[config.mk]
export PLATFORM = sky130hd
export DESIGN_NAME = jtag_stream_player
export DESIGN_NICKNAME = d
export VERILOG_FILES = /design/src/rtl/jsp_pkg.sv /design/src/rtl/jsp_datapath.sv /design/src/rtl/jsp_ctrl.sv /design/src/rtl/jtag_stream_player.sv
export SDC_FILE = /design/constraint.sdc
export NUM_CORES = 1
export LEC_CHECK = 0
export BUFFER_PORTS_ARGS = -buffer_cell sky130_fd_sc_hd__buf_2
export CAP_MARGIN = 25
export CORE_MARGIN = 1.5
export CORE_UTILIZATION = 55
export CTS_CLUSTER_SIZE = 24
export DETAILED_ROUTE_END_ITERATION = 16
export HOLD_SLACK_MARGIN = 0.06
export PLACE_DENSITY = 0.77
export SLEW_MARGIN = 40
export SYNTH_ARGS = -nofsm -noshare
export SYNTH_HDL_FRONTEND = slang
export SYNTH_HIERARCHICAL = 1
export SYNTH_SLANG_ARGS = --single-unit
[constraint.sdc]
create_clock -name clk -period 5.35 [get_ports clk]
set_input_delay 0.2675 -clock clk [delete_from_list [all_inputs] [get_ports clk]]
set_output_delay 0.2675 -clock clk [all_outputs]
set_load 0.01 [all_outputs]
[src/rtl/jsp_pkg.sv]
package jsp_pkg;

  typedef enum logic [3:0] {
    ST_WAIT, ST_HDR_REQ, ST_HDR_CAP, ST_CHECK, ST_FETCH,
    ST_LOAD, ST_SETUP, ST_HIGH, ST_LOW, ST_DONE
  } state_t;

  // strobes from control to datapath
  typedef struct packed {
    logic timerClr;
    logic addrInc;
    logic hdrLoad;
    logic byteLoad;
    logic pinLoad;
    logic pairInc;
    logic tckHigh;
  } ctrl_t;

  // conditions from datapath to control
  typedef struct packed {
    logic delayDone;
    logic hiDone;
    logic loDone;
    logic hdrLast;
    logic pairLast;
    logic moreData;
  } stat_t;

endpackage

[src/rtl/jsp_datapath.sv]
module jsp_datapath
  import jsp_pkg::*;
#(
  parameter int ADDR_W    = 18,
  parameter int DELAY_CYC = 25_000_000,
  parameter int TCK_HI    = 2,
  parameter int TCK_LO    = 2
) (
  input  logic              clk,
  input  logic              rstN,
  input  ctrl_t             cmd,
  output stat_t             stat,
  output logic [ADDR_W-1:0] memAddr,
  input  logic [7:0]        memRdata,
  output logic              tck,
  output logic              tms,
  output logic              tdi
);

  localparam int TMAX_A = (DELAY_CYC > TCK_HI) ? DELAY_CYC : TCK_HI;
  localparam int TMAX   = (TMAX_A > TCK_LO) ? TMAX_A : TCK_LO;
  localparam int TW     = $clog2(TMAX + 1);
  localparam int HDR_W  = 32;

  logic [TW-1:0]    timerQ;
  logic [HDR_W-1:0] addrQ;
  logic [HDR_W-1:0] endQ;
  logic [7:0]       byteQ;
  logic [1:0]       pairQ;
  logic             tckQ, tmsQ, tdiQ;

  always_ff @(posedge clk or negedge rstN) begin
    if (!rstN) timerQ <= '0;
    else if (cmd.timerClr) timerQ <= '0;
    else timerQ <= timerQ + TW'(1);
  end

  // one counter walks the header (0..3) and then the stream (4..)
  always_ff @(posedge clk or negedge rstN) begin
    if (!rstN) addrQ <= '0;
    else if (cmd.addrInc) addrQ <= addrQ + HDR_W'(1);
  end

  always_ff @(posedge clk or negedge rstN) begin
    if (!rstN) endQ <= '0;
    else if (cmd.hdrLoad) endQ[{addrQ[1:0], 3'b000} +: 8] <= memRdata;
  end

  always_ff @(posedge clk or negedge rstN) begin
    if (!rstN) begin
      byteQ <= '0;
      pairQ <= '0;
    end else if (cmd.byteLoad) begin
      byteQ <= memRdata;
      pairQ <= '0;
    end else if (cmd.pairInc) begin
      pairQ <= pairQ + 2'd1;
    end
  end

  always_ff @(posedge clk or negedge rstN) begin
    if (!rstN) begin
      tckQ <= 1'b0;
      tdiQ <= 1'b0;
      tmsQ <= 1'b0;
    end else begin
      tckQ <= cmd.tckHigh;
      if (cmd.pinLoad) begin
        tdiQ <= byteQ[{pairQ, 1'b0}];
        tmsQ <= byteQ[{pairQ, 1'b1}];
      end
    end
  end

  assign memAddr        = addrQ[ADDR_W-1:0];
  assign tck            = tckQ;
  assign tdi            = tdiQ;
  assign tms            = tmsQ;
  assign stat.delayDone = (timerQ == TW'(DELAY_CYC - 1));
  assign stat.hiDone    = (timerQ == TW'(TCK_HI - 1));
  assign stat.loDone    = (timerQ == TW'(TCK_LO - 1));
  assign stat.hdrLast   = (addrQ[1:0] == 2'd3);
  assign stat.pairLast  = (pairQ == 2'd3);
  assign stat.moreData  = (addrQ < endQ);

  // pins must already be settled when TCK rises
  p_pins_stable_r6: assert property (@(posedge clk) disable iff (!rstN)
    $rose(tckQ) |-> $stable({tdiQ, tmsQ}));

  // the address only ever steps forward by one
  p_addr_step_r5: assert property (@(posedge clk) disable iff (!rstN)
    !$stable(addrQ) |-> addrQ == $past(addrQ) + HDR_W'(1));

endmodule

[src/rtl/jsp_ctrl.sv]
module jsp_ctrl
  import jsp_pkg::*;
(
  input  logic  clk,
  input  logic  rstN,
  input  stat_t stat,
  output ctrl_t cmd,
  output logic  active,
  output logic  done
);

  state_t stateQ, stateD;

  always_ff @(posedge clk or negedge rstN) begin
    if (!rstN) stateQ <= ST_WAIT;
    else stateQ <= stateD;
  end

  always_comb begin
    cmd    = '0;
    stateD = stateQ;
    unique case (stateQ)
      ST_WAIT: if (stat.delayDone) begin
        cmd.timerClr = 1'b1;
        stateD       = ST_HDR_REQ;
      end
      ST_HDR_REQ: stateD = ST_HDR_CAP;
      ST_HDR_CAP: begin
        cmd.hdrLoad = 1'b1;
        cmd.addrInc = 1'b1;
        stateD      = stat.hdrLast ? ST_CHECK : ST_HDR_REQ;
      end
      ST_CHECK: stateD = stat.moreData ? ST_FETCH : ST_DONE;
      ST_FETCH: stateD = ST_LOAD;
      ST_LOAD: begin
        cmd.byteLoad = 1'b1;
        stateD       = ST_SETUP;
      end
      ST_SETUP: begin
        cmd.pinLoad  = 1'b1;
        cmd.timerClr = 1'b1;
        stateD       = ST_HIGH;
      end
      ST_HIGH: begin
        cmd.tckHigh = 1'b1;
        if (stat.hiDone) begin
          cmd.timerClr = 1'b1;
          stateD       = ST_LOW;
        end
      end
      ST_LOW: if (stat.loDone) begin
        if (stat.pairLast) begin
          cmd.addrInc = 1'b1;
          stateD      = ST_CHECK;
        end else begin
          cmd.pairInc = 1'b1;
          stateD      = ST_SETUP;
        end
      end
      ST_DONE: stateD = ST_DONE;
      default: stateD = ST_WAIT;
    endcase
  end

  assign active = (stateQ != ST_WAIT) && (stateQ != ST_DONE);
  assign done   = (stateQ == ST_DONE);

  // completion holds until reset
  p_done_sticky_r8: assert property (@(posedge clk) disable iff (!rstN)
    done |=> done);

endmodule

[src/rtl/jtag_stream_player.sv]
module jtag_stream_player
  import jsp_pkg::*;
#(
  parameter int ADDR_W    = 18,
  parameter int DELAY_CYC = 25_000_000,
  parameter int TCK_HI    = 2,
  parameter int TCK_LO    = 2
) (
  input  logic              clk,
  input  logic              rstN,
  output logic [ADDR_W-1:0] memAddr,
  input  logic [7:0]        memRdata,
  output logic              memCeN,
  output logic              jtagTck,
  output logic              jtagTms,
  output logic              jtagTdi,
  output logic              chainRstN,
  output logic              ledN,
  output logic              done
);

  ctrl_t cmd;
  stat_t stat;
  logic  active;

  jsp_ctrl u_ctrl (
    .clk    (clk),
    .rstN   (rstN),
    .stat   (stat),
    .cmd    (cmd),
    .active (active),
    .done   (done)
  );

  jsp_datapath #(
    .ADDR_W    (ADDR_W),
    .DELAY_CYC (DELAY_CYC),
    .TCK_HI    (TCK_HI),
    .TCK_LO    (TCK_LO)
  ) u_dp (
    .clk      (clk),
    .rstN     (rstN),
    .cmd      (cmd),
    .stat     (stat),
    .memAddr  (memAddr),
    .memRdata (memRdata),
    .tck      (jtagTck),
    .tms      (jtagTms),
    .tdi      (jtagTdi)
  );

  assign memCeN    = !active;
  assign chainRstN = !active;
  assign ledN      = !active;

  // every pulse happens inside the active window
  p_pulse_active_r7: assert property (@(posedge clk) disable iff (!rstN)
    jtagTck |-> (!memCeN && !chainRstN && !ledN));

  // quiet outputs once finished
  p_quiet_done_r8: assert property (@(posedge clk) disable iff (!rstN)
    done |-> (!jtagTck && memCeN && chainRstN && ledN));

endmodule

==> flow_metrics.env, run 1 <==
export IMPL_core_rowCount=37
export IMPL_dieHeight_um=106
export IMPL_port_buffers=34
export IMPL_dpl_cell_area_um2=5950
export IMPL_cts_buffers=9
export IMPL_synthCells=556
export IMPL_wire_per_inst_um=17.0
export IMPL_cp_end_kind="flop"
export IMPL_cp_slowest_cell="or4b_4"
export IMPL_min_period_over_period_pct=63.3
export IMPL_grt_max_degree=78
export IMPL_synth_edf_count=0
export IMPL_p_int_mw=1.17
export IMPL_place_congestion=0.852
export IMPL_fin_area_um2=6230
export IMPL_overflow=0
export IMPL_wl_met1_mm=5.58
export IMPL_antenna_found_initial=0
export IMPL_irDropWorstVdd_v=0.000159
export IMPL_place_inst=693
export IMPL_die_area_um2=11200
export IMPL_hp_class="input port to flop"
export IMPL_power_frac_comb_pct=1.8
export IMPL_syn_area_um2=5820
export IMPL_drtIter0Drc=255
export IMPL_finalClockSkew_ps=13.9
export IMPL_maxCapViolations=0
export IMPL_mostFrequentLayoutCells="dfrtp_1 (106), inv_1 (46), nor2_1 (44)"
export IMPL_crit_chain="inv_1 > ha_1 > nor4b_1 > nand4_1 > nor2_1 > a31o_1 > nand4_2 > or4b_4 > or4_4 > xnor2_2"
export IMPL_hold_start="memRdata[2]"
export IMPL_worst_r2r_setup_slack_ps=1960
export IMPL_fp_coreArea_um2=10300
export IMPL_ys_flop_type="dfrtp_1"
export IMPL_drive_above_1_share_pct=13.9
export IMPL_multi_input_area_um2=2770
export IMPL_timing_rr_start="u_dp/timerQ[1]$_DFF_PN0_"
export IMPL_hold_path_end="u_dp/endQ[26]$_DFFE_PN0P_"
export IMPL_synthArstFlopShare_pct=100
export IMPL_setup_viol=0
export IMPL_ant_nets=0
export IMPL_cts_clk_slew_worst_paths_ps=100
export IMPL_diodes=0
export IMPL_drc=0
export IMPL_yosysTopAreaCell="dfrtp_1"
export IMPL_powerDensity_nw_per_um2=236
export IMPL_cts_repair_resized=0
export IMPL_worst_path_largest_cell_delay_ps=600
export IMPL_cts_tree="yes"
export IMPL_synthTopCellsByArea="dfrtp_1 (46%), ha_1 (8.6%), xnor2_1 (5.0%)"
export IMPL_leakage_nw=2.90
export IMPL_worst_pin_slew_ps=778
export IMPL_slew_viol_final=0
export IMPL_synth_top_cell_area_share_pct=45.6
export IMPL_period_needed_ps=3390
export IMPL_top_layer_used="met4"
export IMPL_dpl_hpwl_mm=8.58
export IMPL_wl_met2_mm=5.69
export IMPL_synth_distinct_cells=58
export IMPL_layout_nets=619
export IMPL_r2r_end="u_dp/addrQ[30]$_DFFE_PN0P_"
export IMPL_area_delta_synth_final_pct=6.98
export IMPL_syn_nets=606
export IMPL_grt_pass1_wl_mm=20.4
export IMPL_avgSynthCellArea_um2=10.5
export IMPL_wl_met3_um=562
export IMPL_cp_arrival_ps=3640
export IMPL_grt_setup_unrepaired="no"
export IMPL_grt_pass1_vias=4168
export IMPL_timing_slew_headroom_pct=48.0
export IMPL_fin_cells=710
export IMPL_final_seq_area_um2=2650
export IMPL_start_util_pct=56.6
export IMPL_clkLatencyLatePin_ps=370
export IMPL_dr_total_vias=4184
export IMPL_power_mw=1.47
export IMPL_die_w_um=106
export IMPL_netSwitchingPower_uw=292
export IMPL_io_pins=35
export IMPL_first_pass_iters=5
export IMPL_crit_required_ps=5610
export IMPL_ys_warn_count=6
export IMPL_root_buffer="clkbuf_8"
export IMPL_fmax_ghz=0.295
export IMPL_clock_sinks=106
export IMPL_p_seq_share_pct=54.6
export IMPL_h_tree_depth=3
export IMPL_ys_seq_area_share_pct=45.6
export IMPL_synth_seq_cells=106
export IMPL_final_common_cell="dfrtp_1"
export IMPL_viasPerCell=5.89
export IMPL_pwr_share_clk_pct=43.6
export IMPL_nFillCells=820
export IMPL_status="complete, no violations"
export IMPL_swShare_pct=19.9
export IMPL_wl_mm=12.1
export IMPL_crit_type="flop to flop"
export IMPL_start_kind="flop"
export IMPL_final_hold_viol_count=0
export IMPL_fin_tns_setup_ps=0
export IMPL_grt_usage_pct=23.3
export IMPL_rr_worst_depth=10
export IMPL_cp_max_fo=7
export IMPL_hold_depth=2
export IMPL_cts_max_path_buffers=2
kinds of logic (layout without fill, tap and decap cells):
family / after synthesis / in the layout / share of synthesized area [%]
simple gates: 181 / 181 / 17.5
flops: 106 / 106 / 45.6
compound gates: 84 / 84 / 10.6
buf+inv: 81 / 99 / 7.05
xor+xnor: 50 / 50 / 7.65
fa+ha+maj: 40 / 40 / 8.60
mux: 14 / 14 / 3.05
synth_stat cells, drive strengths merged, types with 6 or more instances:
library cell and number:
xor2 16, a21oi 17, inv 46, or3 7, buf 26, clkbuf 9, xnor2 34, o21ai 11
ha 40, nand2b 6, nand2 34, nor3 15, nor2 45, nand3 13, a22o 32, and4 7
nand4 21, dfrtp 106, mux2 10, nor4 11
metal layers:
metal  vias to the layer above  GRT usage [%]
met1                      2081           32.2
met4                         0           9.07
met3                        23           4.64
met5                         -              0
met2                       112           36.3
li1                       1968              -
power by group through the flow:
stage	logic [mW]	registers (mW)	clock network (mW)
3_3_place_gp	0.0265	0.816	0
3_5_place_dp	0.0271	0.816	0
5_1_grt	0.0301	0.801	0.690
2_1_floorplan	0.0000486	0.817	0
6_report	0.0265	0.800	0.640
4_1_cts	0.0278	0.801	0.657
cell type report:
| cell class | instances | share of cell area (%) |
|---|---|---|
| clock buffer | 11 | 2.27 |
| tap | 136 | 2.73 |
| multi-input combinational | 369 | 44.4 |
| timing repair buffer | 37 | 3.23 |
| inverter | 46 | 2.77 |
| sequential | 106 | 42.6 |
| clock inverter | 5 | 2.01 |
critical path: cells and delay by family, from the launching register on:
family | cells | cell delay (ps)
DFF | 1 | 420
buffers and inverters | 1 | 70
and+or+nand+nor | 6 | 2100
AOI/OAI and AO/OA | 1 | 400
xor gates and xnor gates | 1 | 140
adders and majority gates | 1 | 130
stage by stage:
stage | hold slack, ps | utilization, % | worst slack, ps
6_report | 223 | 60.6 | 1960
5_1_grt | 210 | 60.6 | 1760
4_1_cts | 213 | 60.6 | 1980
3_5_place_dp | 218 | 57.9 | 2050
3_3_place_gp | 214 | 57.8 | 2120
2_1_floorplan | -28.1 | - | 2480
timing repair:
action	4_1_cts	5_1_grt
hold endpoints to repair	29	0
buffers inserted	0	0
hold buffers	1	0
flip-flops by register name, indices dropped and copies added (netlist names):
| register | count |
|---|---|
| u_dp/pairQ | 2 |
| u_dp/addrQ | 32 |
| u_dp/tdi | 1 |
| u_dp/timerQ | 25 |
| u_dp/byteQ | 8 |
| u_dp/endQ | 32 |
| u_ctrl/stateQ | 4 |
| u_dp/tms | 1 |
| u_dp/tck | 1 |
worst max path at each step:
| stage | start | endpoint | cells past startpoint |
|---|---|---|---|
| after floorplan | u_dp/timerQ[2]$_DFF_PN0_ | u_dp/addrQ[30]$_DFFE_PN0P_ | 9 |
| after global placement | u_dp/timerQ[1]$_DFF_PN0_ | u_dp/addrQ[30]$_DFFE_PN0P_ | 10 |
| after detailed placement | u_dp/timerQ[1]$_DFF_PN0_ | u_dp/addrQ[30]$_DFFE_PN0P_ | 10 |
| after CTS | u_dp/timerQ[1]$_DFF_PN0_ | u_dp/addrQ[30]$_DFFE_PN0P_ | 10 |
| after global routing | u_dp/timerQ[1]$_DFF_PN0_ | u_dp/addrQ[20]$_DFFE_PN0P_ | 11 |
| final | u_dp/timerQ[1]$_DFF_PN0_ | u_dp/addrQ[30]$_DFFE_PN0P_ | 10 |
Note: power is estimated with default switching activity, not from simulation.
==> inputs of run 2 (changes only) <==
Settings changed: ABC_AREA set to 1.
Clock period 5.35 ns to 3.3 ns, I/O delays scaled along.
==> flow_metrics.env, run 2 <==
export IMPL_crit_required_ps=3540
export IMPL_cp_max_fo=8
export IMPL_drc=0
export IMPL_timing_slew_headroom_pct=51.7
export IMPL_p_seq_share_pct=54.1
export IMPL_core_rowCount=38
export IMPL_cts_clk_slew_worst_paths_ps=70
export IMPL_final_common_cell="nand2_1"
export IMPL_status="complete, no violations"
export IMPL_crit_cells=14
export IMPL_syn_area_um2=6320
export IMPL_cts_tree="yes"
export IMPL_synthArstFlopShare_pct=100
export IMPL_setup_viol=0
export IMPL_antenna_found_initial=0
export IMPL_worst_pin_slew_ps=725
export IMPL_synth_common_cells="nand2_1 (167), inv_1 (125), dfrtp_1 (106)"
export IMPL_avgSynthCellArea_um2=8.00
export IMPL_ys_warn_count=6
export IMPL_clock_sinks=106
export IMPL_cts_buffers=9
export IMPL_min_period_over_period_pct=90.6
export IMPL_post_place_ws_ps=360
export IMPL_slew_viol_final=0
export IMPL_wl_mm=15.1
export IMPL_setup_ws_ps=310
export IMPL_netSwitchingPower_uw=507
export IMPL_synth_most_common_cell="nand2_1"
export IMPL_finalClockSkew_ps=5.44
export IMPL_p_int_mw=1.89
export IMPL_timing_rr_start="u_dp/timerQ[9]$_DFF_PN0_"
export IMPL_wire_per_inst_um=15.8
export IMPL_area_delta_synth_final_pct=7.96
export IMPL_irDropWorstVdd_v=0.000400
export IMPL_cp_slowest_cell="o21bai_1"
export IMPL_dieHeight_um=110
export IMPL_synth_distinct_cells=37
export IMPL_swShare_pct=21.1
export IMPL_maxCapViolations=0
export IMPL_drtIter0Drc=358
export IMPL_pwr_share_clk_pct=44.0
export IMPL_hp_class="input port to flop"
export IMPL_ant_nets=0
export IMPL_start_util_pct=57.3
export IMPL_grt_pass1_wl_mm=25.0
export IMPL_grt_usage_pct=26.8
export IMPL_drive_above_1_share_pct=9.42
export IMPL_crit_chain="nor4_1 > nand4_1 > nor2_1 > inv_1 > o21bai_1 > nand2_1 > nor2_4 > nand2_4 > nor2_4 > nand3_2 > nor2_2 > nand2_1 > nand2_1 > nand2_1"
export IMPL_crit_buf_inv=1
export IMPL_mostFrequentLayoutCells="nand2_1 (167), inv_1 (125), dfrtp_1 (106)"
export IMPL_synth_seq_cells=106
export IMPL_crit_family="simple AND/OR/NAND/NOR gates"
export IMPL_synthTopCellsByArea="dfrtp_1 (42%), nand2_1 (9.9%), ha_1 (7.9%)"
export IMPL_cp_end_kind="flop"
export IMPL_worst_path_largest_cell_delay_ps=490
export IMPL_powerDensity_nw_per_um2=352
export IMPL_start_kind="flop"
export IMPL_ys_flop_type="dfrtp_1"
export IMPL_cts_max_path_buffers=2
export IMPL_yosysTopAreaCell="dfrtp_1"
export IMPL_die_w_um=110
export IMPL_port_buffers=34
export IMPL_synthCells=790
export IMPL_period_needed_ps=2990
export IMPL_crit_type="flop to flop"
export IMPL_crit_path_end="u_dp/addrQ[26]$_DFFE_PN0P_"
export IMPL_synth_edf_count=0
export IMPL_h_tree_depth=3
export IMPL_ys_seq_area_share_pct=42.0
export IMPL_final_hold_viol_count=0
export IMPL_diodes=0
export IMPL_dpl_hpwl_mm=11.4
export IMPL_clkLatencyLatePin_ps=350
export IMPL_r2r_end="u_dp/addrQ[26]$_DFFE_PN0P_"
export IMPL_cp_arrival_ps=3230
export IMPL_fmax_ghz=0.334
export IMPL_largestRegisters="u_dp/addrQ x32, u_dp/endQ x32, u_dp/timerQ x25"
export IMPL_power_frac_comb_pct=1.9
export IMPL_root_buffer="clkbuf_16"
export IMPL_layout_nets=862
export IMPL_power_mw=2.40
export IMPL_grt_pass1_vias=5281
export IMPL_fp_coreArea_um2=11000
export IMPL_dr_total_vias=5386
export IMPL_crit_top_cell="nand2_1"
export IMPL_grt_setup_unrepaired="no"
export IMPL_fin_tns_setup_ps=0
export IMPL_leakage_nw=3.60
export IMPL_first_pass_iters=5
export IMPL_die_area_um2=12100
export IMPL_overflow=0
export IMPL_syn_nets=840
export IMPL_grt_max_degree=80
export IMPL_viasPerCell=5.63
export IMPL_place_congestion=0.957
export IMPL_io_pins=35
export IMPL_worst_r2r_setup_slack_ps=310
export IMPL_rr_worst_depth=14
export IMPL_synth_top_cell_area_share_pct=42.0
export IMPL_crit_start="u_dp/timerQ[9]$_DFF_PN0_"
[run 2: cell count changes after synthesis, moves of 8 or more]
cell / delta
a21oi_1: +9
a22o_1: -32
inv_1: +79
mux2_2: -10
nand2_1: +133
nand3_1: +22
nor2_1: +33
nor3_1: +10
o21ai_0: +19
o22ai_1: +20
o32ai_1: +8
xnor2_1: -26
xor2_1: +8
[run 2: cell type report]
cell class / instances / area [um^2]
Clock buffer: 11 / 233
Sequential cell: 106 / 2650
Tap cell: 140 / 175
Multi-Input combinational cell: 525 / 2990
Fill cell: 964 / 4210
Timing Repair Buffer: 41 / 234
Clock inverter: 5 / 55.1
Inverter: 129 / 484
[run 2: kinds of logic (layout without fill, tap and decap cells)]
| group | after synthesis | in the layout | share of synthesized area (%) |
|---|---|---|---|
| adders and majority gates | 40 | 40 | 7.92 |
| and+or+nand+nor | 353 | 353 | 25.7 |
| buffers and inverters | 159 | 186 | 10.7 |
| xor gates and xnor gates | 31 | 31 | 4.30 |
| DFF | 106 | 106 | 42.0 |
| AOI/OAI and AO/OA | 101 | 101 | 9.37 |
[run 2: power by group through the flow]
stage / registers, mW / logic, mW / clock network (mW)
global placement: 1.32 / 0.0432 / 0
floorplan: 1.32 / 0.00353 / 0
global route: 1.30 / 0.0516 / 1.12
finish: 1.30 / 0.0452 / 1.06
CTS: 1.30 / 0.0468 / 1.08
detailed placement: 1.32 / 0.0446 / 0
[run 2: repair_timing]
item                                   in CTS  in global routing
hold buffers                                2                  0
endpoints found under the hold margin      78                  0
gates resized for setup                     0                  0
setup endpoints to repair                   0                  0
buffers inserted                            0                  0
[run 2: worst min-delay path, delay by kind of cell]
kind,cells,cell delay [ps]
compound gates,1,60
simple gates,1,50
buf+inv,1,110
[run 2: per-layer routing]
metal	share of wire [%]	global-route usage (%)	vias up
met2	49	45.6	205
met1	43	33.5	2569
li1	-	-	2581
met3	6.2	5.06	31
met5	0	0	-
met4	2.1	11.2	0
[run 2: metrics by stage]
step	std cells	hold slack [ps]	instance area [um^2]	util, %
final	957	73.0	6820	61.8
after global routing	957	88.5	6820	61.8
after CTS	957	66.8	6820	61.8
after detailed placement	939	250	6510	59.1
after global placement	939	377	6510	59.0
after floorplan	790	-131	6320	-
[run 2: worst min-delay path by stage]
| stage | startpoint | endpoint | slack, ps | cells past startpoint |
|---|---|---|---|---|
| after floorplan | rstN | u_ctrl/stateQ[0]$_DFFE_PN0P_ | -130 | 0 |
| after global placement | rstN | u_dp/addrQ[13]$_DFFE_PN0P_ | 380 | 1 |
| after detailed placement | rstN | u_dp/addrQ[9]$_DFFE_PN0P_ | 250 | 1 |
| after CTS | memRdata[3] | u_dp/byteQ[3]$_DFFE_PN0P_ | 70 | 3 |
| after global routing | memRdata[3] | u_dp/byteQ[3]$_DFFE_PN0P_ | 90 | 3 |
| final | memRdata[3] | u_dp/byteQ[3]$_DFFE_PN0P_ | 70 | 3 |
